$ cat config.mk
export PLATFORM = sky130hd
export DESIGN_NAME = bcd_seg_driver
export DESIGN_NICKNAME = d
export VERILOG_FILES = /design/src/rtl/bcd_seg_driver.sv
export SDC_FILE = /design/constraint.sdc
export NUM_CORES = 1
export LEC_CHECK = 0
export BUFFER_PORTS_ARGS = -buffer_cell sky130_fd_sc_hd__clkbuf_2
export CORE_UTILIZATION = 50
export CTS_CLUSTER_DIAMETER = 150
export DETAILED_ROUTE_END_ITERATION = 10
export PLACE_DENSITY = 0.76
export SETUP_SLACK_MARGIN = 0.02
export SYNTH_ARGS = -nofsm -noshare
export SYNTH_HDL_FRONTEND = slang
export SYNTH_SLANG_ARGS = --single-unit
export TNS_END_PERCENT = 30
$ cat constraint.sdc
create_clock -name clk -period 1.6 [get_ports clk]
set_input_delay 0.24 -clock clk [delete_from_list [all_inputs] [get_ports clk]]
set_output_delay 0.24 -clock clk [all_outputs]
set_load 0.01 [all_outputs]
$ cat src/rtl/bcd_seg_driver.sv
module bcd_seg_driver #(
  parameter int VAL_W  = 10,
  parameter int DIGITS = 4
) (
  input  logic                  clk,
  input  logic                  rst,
  input  logic                  step_en,
  input  logic                  start,
  input  logic [VAL_W-1:0]      bin_in,
  output logic [4*DIGITS-1:0]   bcd_out,
  output logic [7*DIGITS-1:0]   seg_n,
  output logic                  done
);

  localparam int BCD_W = 4 * DIGITS;
  localparam int CNT_W = $clog2(VAL_W + 1);
  localparam logic [CNT_W-1:0] LAST = CNT_W'(VAL_W - 1);

  logic             busy;
  logic [CNT_W-1:0] cnt;
  logic [VAL_W-1:0] bin_sr;
  logic [BCD_W-1:0] acc, acc_adj, acc_next;
  logic             ovf;
  logic             last_step;

  function automatic logic [6:0] seg_of(input logic [3:0] v);
    case (v)
      4'd0:    seg_of = 7'b0000001;
      4'd1:    seg_of = 7'b1001111;
      4'd2:    seg_of = 7'b0010010;
      4'd3:    seg_of = 7'b0000110;
      4'd4:    seg_of = 7'b1001100;
      4'd5:    seg_of = 7'b0100100;
      4'd6:    seg_of = 7'b0100000;
      4'd7:    seg_of = 7'b0001111;
      4'd8:    seg_of = 7'b0000000;
      4'd9:    seg_of = 7'b0000100;
      default: seg_of = 7'b1111111;
    endcase
  endfunction

  for (genvar d = 0; d < DIGITS; d++) begin : g_digit
    assign acc_adj[4*d +: 4] = (acc[4*d +: 4] >= 4'd5) ? acc[4*d +: 4] + 4'd3 : acc[4*d +: 4];
    assign seg_n[7*d +: 7]   = seg_of(bcd_out[4*d +: 4]);

    p_digit_range_r2: assert property (@(posedge clk) disable iff (rst)
      bcd_out[4*d +: 4] <= 4'd9);
  end

  assign {ovf, acc_next} = {acc_adj, bin_sr[VAL_W-1]};
  assign last_step       = busy && step_en && (cnt == LAST);

  always_ff @(posedge clk or posedge rst) begin
    if (rst) begin
      busy    <= 1'b0;
      cnt     <= '0;
      bin_sr  <= '0;
      acc     <= '0;
      bcd_out <= '0;
      done    <= 1'b0;
    end else begin
      done <= 1'b0;
      if (!busy) begin
        if (start) begin
          busy   <= 1'b1;
          cnt    <= '0;
          bin_sr <= bin_in;
          acc    <= '0;
        end
      end else if (step_en) begin
        acc    <= acc_next;
        bin_sr <= bin_sr << 1;
        cnt    <= cnt + CNT_W'(1);
        if (last_step) begin
          busy    <= 1'b0;
          bcd_out <= acc_next;
          done    <= 1'b1;
        end
      end
    end
  end

  logic chk_live;
  always_ff @(posedge clk or posedge rst) begin
    if (rst) chk_live <= 1'b0;
    else     chk_live <= 1'b1;
  end

  p_no_overflow_r2: assert property (@(posedge clk) disable iff (rst)
    busy && step_en |-> !ovf);

  p_step_hold_r3: assert property (@(posedge clk) disable iff (rst)
    busy && !step_en |=> busy && $stable(cnt));

  p_done_single_r4: assert property (@(posedge clk) disable iff (rst)
    done |=> !done);

  p_result_hold_r4: assert property (@(posedge clk) disable iff (rst)
    chk_live && !done |-> $stable(bcd_out));

  p_done_needs_run_r8: assert property (@(posedge clk) disable iff (rst)
    chk_live && done |-> $past(busy));

endmodule

==> metrics, run 1 <==
outcome=finished, violations left; violated checks=negative setup slack; Total GRT Usage=0.221; fin cells=500; startpoint types=flop; final WL=around 7 mm; fillers=approximately 440; ys flop type=dfrtp_1; Core ar.=5920 um2; die width=80.4 um; Cell Rows=28; gr ovfl total=0; RSZ-0062 raised after global routing=yes; Leak=roughly 0.0020 uW; die footprint=~6500 um2; Worst Hold Class=primary input to flop; CP Cell Sequence=buf_6 -> ha_4 -> nand2b_4 -> a21oi_2 -> nor2_1 -> clkbuf_2; R2R depth=6; CP Capture Type=output port; worst flop-to-flop path endpoint=bcd_out[10]; Root Driver=clkbuf_8; Critical R2R Launch=acc[8]; ANT cells=0; chip height=80.4 um; sequential fraction of design power=0.269; CTS tree=built; max_slew headroom=0.773; fin nets=about 470; Yosys cell types=34; Multi-input gate area=1980 um2; number of max-cap violations=0; crit-path leading delay family=flip-flops; register area share after synthesis=0.391; min cycle time layout=about 1.7 ns; DR WL/cell=~14 um; Worst setup endpoint=seg_n[22]; drt drc=0; final core occ=0.687; Initial Utilization=0.519; average footprint of a synthesized cell=8.99 um2; worst slew pin tran=0.337 ns; Combinational Power Share=0.648; FF+latch area=approximately 1200 um2; CP max FO=4; final hold slack=roughly 0.18 ns; Critical Path Stages=6; Cells after DPL=481; H-tree level count=2; total CTS buffers=5; Post-synth EDFFs=0; Bufs on Longest Clock Path=2; Arr. time, crit path=roughly 1.5 ns; syn nets=roughly 390; Seq cells post-synth=between 40 and 50; DR iter-0 viols=approximately 110; GPL Wtd Cong=slightly below 0.8; Sw Share=0.457; largest net degree at the start of global routing=38; I/O pin total=59; Via density=around 5.3; share of post-route cells with drive strength above 1=0.421; Req. time, crit path=~1.4 ns; cell count after synthesis=342; Int Power=approximately 4800 uW; vias post-DR=2669; switching power=~4000 uW; Clock Sinks=48; Post-DP HPWL=between 4 and 5 mm; antenna violations before repair=0; Ys Warns=0; setup violators final=18; fin crit share=1.08; R2R Setup Slk=roughly 0.04 ns; CP max stage cell=dfrtp_2; WP buf/inv=2; Setup Total Neg Slack=-1.25 ns; clock latency at the later pin of the worst-skew pair=0.29 ns; clock share of power=0.084; final setup margin=-0.129 ns; P&R area growth vs syn=32.3%; skew final=0.00431 ns; f_max=slightly below 600 MHz; vias in the first global route=2536; Initial DRT Pass Iterations=4; Post-Syn Area=roughly 3100 um2; Worst-path clk slew=around 0.090 ns; VDD IR max=1010 uV; Buffers on Ports=58; kind of critical path=flop to output port; Critical Path Start=bcd_out[12]; Max stage delay on crit path=0.47 ns; pwr dens=2170 nW/um2; fin. max-slew vios=0; post-synthesis async set-or-reset flop share=1.00; Fin. Hold Viols=0; first-pass GRT wire length=~11 mm; Final ANT Viol Nets=0
[cell usage after synthesis (all sizes together), types with 8 or more instances]
cell    number  share of area
nand2b      15          0.031
nor2        35          0.048
mux2i       13          0.042
buf         12          0.028
a21oi       33          0.054
inv         23          0.028
ha          30           0.12
a22o        10          0.028
mux2         8          0.032
o21ai       37          0.060
dfrtp       48           0.39
nand2       38          0.049
[cell families (layout without fill, tap and decap cells)]
group | after synthesis | in the layout | share of synthesized area
XOR/XNOR | 5 | 5 | 0.0142
flip-flops | 48 | 48 | 0.391
multiplexers | 21 | 21 | 0.0741
adder cells (fa/ha/maj) | 30 | 30 | 0.122
buffers and inverters | 39 | 122 | 0.0606
AND/OR/NAND/NOR | 110 | 110 | 0.177
AO/OA/AOI/OAI | 89 | 89 | 0.162
[what timing repair did]
item	CTS	global route
resized for setup	60	43
hold buffers	1	0
setup buffers	7	3
endpoints found under the setup margin	32	43
endpoints found under the hold margin	9	0
pin swaps	28	16
[how the worst min path moves through the flow]
| stage | end | startpoint | cells after the start | slack, ns |
|---|---|---|---|---|
| final | bin_sr[0] | bin_in[0] | 2 | 0.18 |
| after global routing | bin_sr[0] | bin_in[0] | 2 | 0.17 |
| after CTS | bin_sr[0] | bin_in[0] | 2 | 0.17 |
| after detailed placement | bin_sr[3] | rst | 2 | 0.16 |
| after global placement | bin_sr[4] | rst | 2 | 0.16 |
| after floorplan | bin_sr[0] | bin_in[0] | 1 | 0.38 |
[through the flow]
step           instance area, um2  total power (uW)  setup slack, ns
2_1_floorplan                3070              5330           0.0663
3_3_place_gp                 3560              6730           0.0695
3_5_place_dp                 3560              6950           0.0233
4_1_cts                      3920              8400           -0.102
5_1_grt                      4070              9640           -0.201
6_report                     4070              8840           -0.129
[sequential cells by signal, indices dropped and copies added (netlist names)]
| register | flops |
|---|---|
| cnt | 4 |
| bcd_out | 16 |
| done | 1 |
| bin_sr | 10 |
| busy | 1 |
| acc | 16 |
[placed cells by master (no fill, tap or decap), types with 4 or more instances in the layout]
cell | Yosys | final
a21oi_1 | 33 | 17
a21oi_2 | 0 | 14
a22o_1 | 10 | 10
a31oi_1 | 6 | 6
buf_2 | 5 | 9
buf_4 | 5 | 22
buf_6 | 2 | 7
clkbuf_2 | 0 | 49
clkbuf_8 | 0 | 6
dfrtp_1 | 48 | 41
dfrtp_2 | 0 | 7
ha_1 | 30 | 14
ha_2 | 0 | 6
ha_4 | 0 | 10
inv_1 | 23 | 13
inv_2 | 0 | 8
mux2_2 | 6 | 6
mux2i_1 | 13 | 13
nand2_1 | 37 | 33
nand2b_1 | 15 | 12
nor2_1 | 34 | 32
nor3_1 | 6 | 4
o21ai_0 | 37 | 30
o21ai_1 | 0 | 4
or2_4 | 0 | 4
xnor2_1 | 4 | 4
[worst reg2reg max path, cell delays in order (launching register included)]
cell and delay [ns]:
dfrtp_1 0.44, inv_1 0.10, ha_2 0.21, nand2b_1 0.11
a21oi_2 0.19, mux2i_1 0.27, mux2_2 0.19
[power groups by stage]
stage                     Sequential [uW]  Clock [uW]  Combinational, uW
after floorplan                      2260           0               3060
after global placement               2260           0               4470
after detailed placement             2290           0               4660
after CTS                            2330         751               5310
after global routing                 2460         813               6370
final                                2380         738               5720
[per-layer routing]
layer,wire length (um),track usage,share of wire
met5,0,0,0
met4,53,0.0607,0.0077
met3,169,0.0341,0.024
met2,3780,0.411,0.55
met1,2900,0.260,0.42
[final cells by class]
cell class	instances	share of cell area
multi-input cells	255	0.486
flip-flops and latches	48	0.297
repair buffers	91	0.149
well taps	75	0.0231
inverters	23	0.0225
clock buffers	6	0.0203
clock inverters	2	0.00246
Note: power is estimated with default switching activity, not from simulation.
==> run 2, diff against run 1 <==
--- a/config.mk
+++ b/config.mk
@@ -5,12 +5,12 @@
 export SDC_FILE = /design/constraint.sdc
 export NUM_CORES = 1
 export LEC_CHECK = 0
+export ABC_CLOCK_PERIOD_IN_PS = 1600
 export BUFFER_PORTS_ARGS = -buffer_cell sky130_fd_sc_hd__clkbuf_2
 export CORE_UTILIZATION = 50
 export CTS_CLUSTER_DIAMETER = 150
 export DETAILED_ROUTE_END_ITERATION = 10
 export PLACE_DENSITY = 0.76
-export SETUP_SLACK_MARGIN = 0.02
 export SYNTH_ARGS = -nofsm -noshare
 export SYNTH_HDL_FRONTEND = slang
 export SYNTH_SLANG_ARGS = --single-unit
==> run 2 against run 1 <==
The flow still finishes with violations (negative setup slack). Critical path type unchanged. First-iteration DRC count increased by 18%. Setup slack worse by 0.017 ns. Via count up 1.4%. Global-route usage decreased by 0.12 points. Hold slack barely moved. Clock skew increased by 0.0019 ns. Core utilization down 0.13 points. Critical path depth unchanged.
==> metrics, run 2 (synthesis results as in run 1) <==
Req. time, crit path=1.36 ns (about the same); post-route cell area=4060 um2 (-0.18%); commonest non-fill, non-tap cell in the layout=clkbuf_2; VDD IR max=1010 uV (+0.32%); Cell Rows=28 (unchanged); Multi-input gate area=1960 um2 (-0.76%); CTS tree=built; H-tree level count=2 (unchanged); number of max-cap violations=0 (unchanged); Worst-path clk slew=0.09 ns (about the same); met2 Use GR=0.406 (-0.00508); die footprint=6470 um2 (unchanged); max_slew headroom=0.772 (-0.000835); chip height=80.4 um (unchanged); P&R area growth vs syn=32.1%; top flop regs=acc (16), bcd_out (16), bin_sr (10); Arr. time, crit path=1.51 ns (+0.02 ns); drt drc=0 (unchanged); gr ovfl total=0 (unchanged); Fin. Hold Viols=0 (unchanged); Bufs on Longest Clock Path=2 (unchanged); FF+latch area=1210 um2 (unchanged); CP max FO=5 (+1); CP max stage cell=dfrtp_2; I/O pin total=59 (unchanged); Initial Utilization=0.519 (unchanged); DR WL/cell=13.9 um (+0.65%); fin. max-slew vios=0 (unchanged); Core ar.=5920 um2 (unchanged); Via density=5.40 (+1.2%); crit-path leading delay family=flip-flops; die width=80.4 um (unchanged); outcome=finished, violations left; pwr dens=2170 nW/um2 (-0.13%); M3 GR Usage=0.0341 (unchanged); Buffers on Ports=58 (unchanged); Root Driver=clkbuf_8; skew final=0.00619 ns (+0.00188 ns); Leak=0.00195 uW (-0.26%); final WL=6.96 mm (+0.85%); worst slew pin tran=0.339 ns (+0.00124 ns); f_max=573 MHz (-0.95%); ANT cells=0 (unchanged); Worst Hold Class=primary input to flop; fin crit share=1.09 (+0.0103); Max stage delay on crit path=0.45 ns (-0.02 ns); antenna violations before repair=0 (unchanged); first-pass GRT wire length=11.1 mm (-0.44%); setup violators final=20 (+2); CP Cell Sequence=buf_4 -> ha_4 -> nand2b_4 -> a21oi_2 -> nor2_1 -> buf_2; vias post-DR=2707 (+1.4%); vias in the first global route=2518 (-0.71%); GR Layer Usage met1=0.260 (+0.000725); final setup margin=-0.145 ns (-0.0165 ns); Final ANT Viol Nets=0 (unchanged); WP buf/inv=2 (unchanged); startpoint types=flop; Initial DRT Pass Iterations=4 (unchanged); RSZ-0062 raised after global routing=yes; CP Capture Type=output port; clock latency at the later pin of the worst-skew pair=0.29 ns (about the same); min cycle time layout=1.75 ns (+0.0165 ns); fin nets=469 (+0.21%); Total GRT Usage=0.220 (-0.00122); placed inst area=3560 um2 (unchanged); fillers=446 (+0.68%); total CTS buffers=5 (unchanged); GRT busiest layer=met2; GPL Wtd Cong=0.796 (unchanged); most frequent cells in the layout=clkbuf_2, dfrtp_1, nand2_1; largest net degree at the start of global routing=38 (unchanged); Post-DP HPWL=4.55 mm (unchanged); violated checks=negative setup slack; fin cells=501 (+0.20%); Cells after DPL=481 (unchanged); Clock Sinks=48 (unchanged); kind of critical path=flop to output port; share of post-route cells with drive strength above 1=0.420 (-0.000989); dpl ws=0.0233 ns (unchanged); DR iter-0 viols=124 (+18%)
-- run 2: cell count changes in the layout (fill, tap and decap cells not counted), sizes merged --
cell	before	now
buf	41	42
-- run 2: repair_timing --
item,CTS,global route
gates resized for setup,57,45
setup endpoints to repair,25,44
hold buffers,1,0
setup buffers,7,4
pin swaps,27,15
hold endpoints to repair,9,0
-- run 2: per-layer routing --
layer	share of wire	routed length (um)
met3	0.026	179
met1	0.42	2920
met5	0	0
met4	0.0050	35
met2	0.55	3830
-- run 2: power by group --
part | internal [uW] | switching [uW] | leakage (uW)
clock | 346 | 395 | 0.0000510
sequential | 1740 | 632 | 0.000609
combinational | 2680 | 3020 | 0.00129
total | 4770 | 4040 | 0.00195
-- run 2: layout make-up --
class | instances | area share
Tap cell | 75 | 0.0231
Clock buffer | 6 | 0.0203
Clock inverter | 2 | 0.00247
Multi-Input combinational cell | 255 | 0.483
Sequential cell | 48 | 0.298
Timing Repair Buffer | 92 | 0.151
Inverter | 23 | 0.0225
-- run 2: path summary, 6_finish.rpt --
path | from | to | slack (ns) | depth (start not counted)
hold reg to reg | bin_sr[7] | bin_sr[7] | 0.49 | 2
setup reg to reg | acc[8] | bcd_out[10] | 0.04 | 6
hold / removal | bin_in[0] | bin_sr[0] | 0.18 | 2
setup / recovery | bcd_out[4] | seg_n[8] | -0.15 | 6
min in group asynchronous | rst | bin_sr[1] | 0.40 | 3
max in group asynchronous | rst | bcd_out[2] | 0.72 | 4
-- run 2: per-stage QoR --
stage,setup TNS [ns],power [uW],hold slack (ns),utilization
detailed placement,0,6950,0.161,0.601
floorplan,0,5330,0.380,-
CTS,-1.40,8350,0.173,0.659
finish,-1.45,8810,0.177,0.686
global placement,0,6730,0.162,0.601
global route,-3.34,9590,0.174,0.686
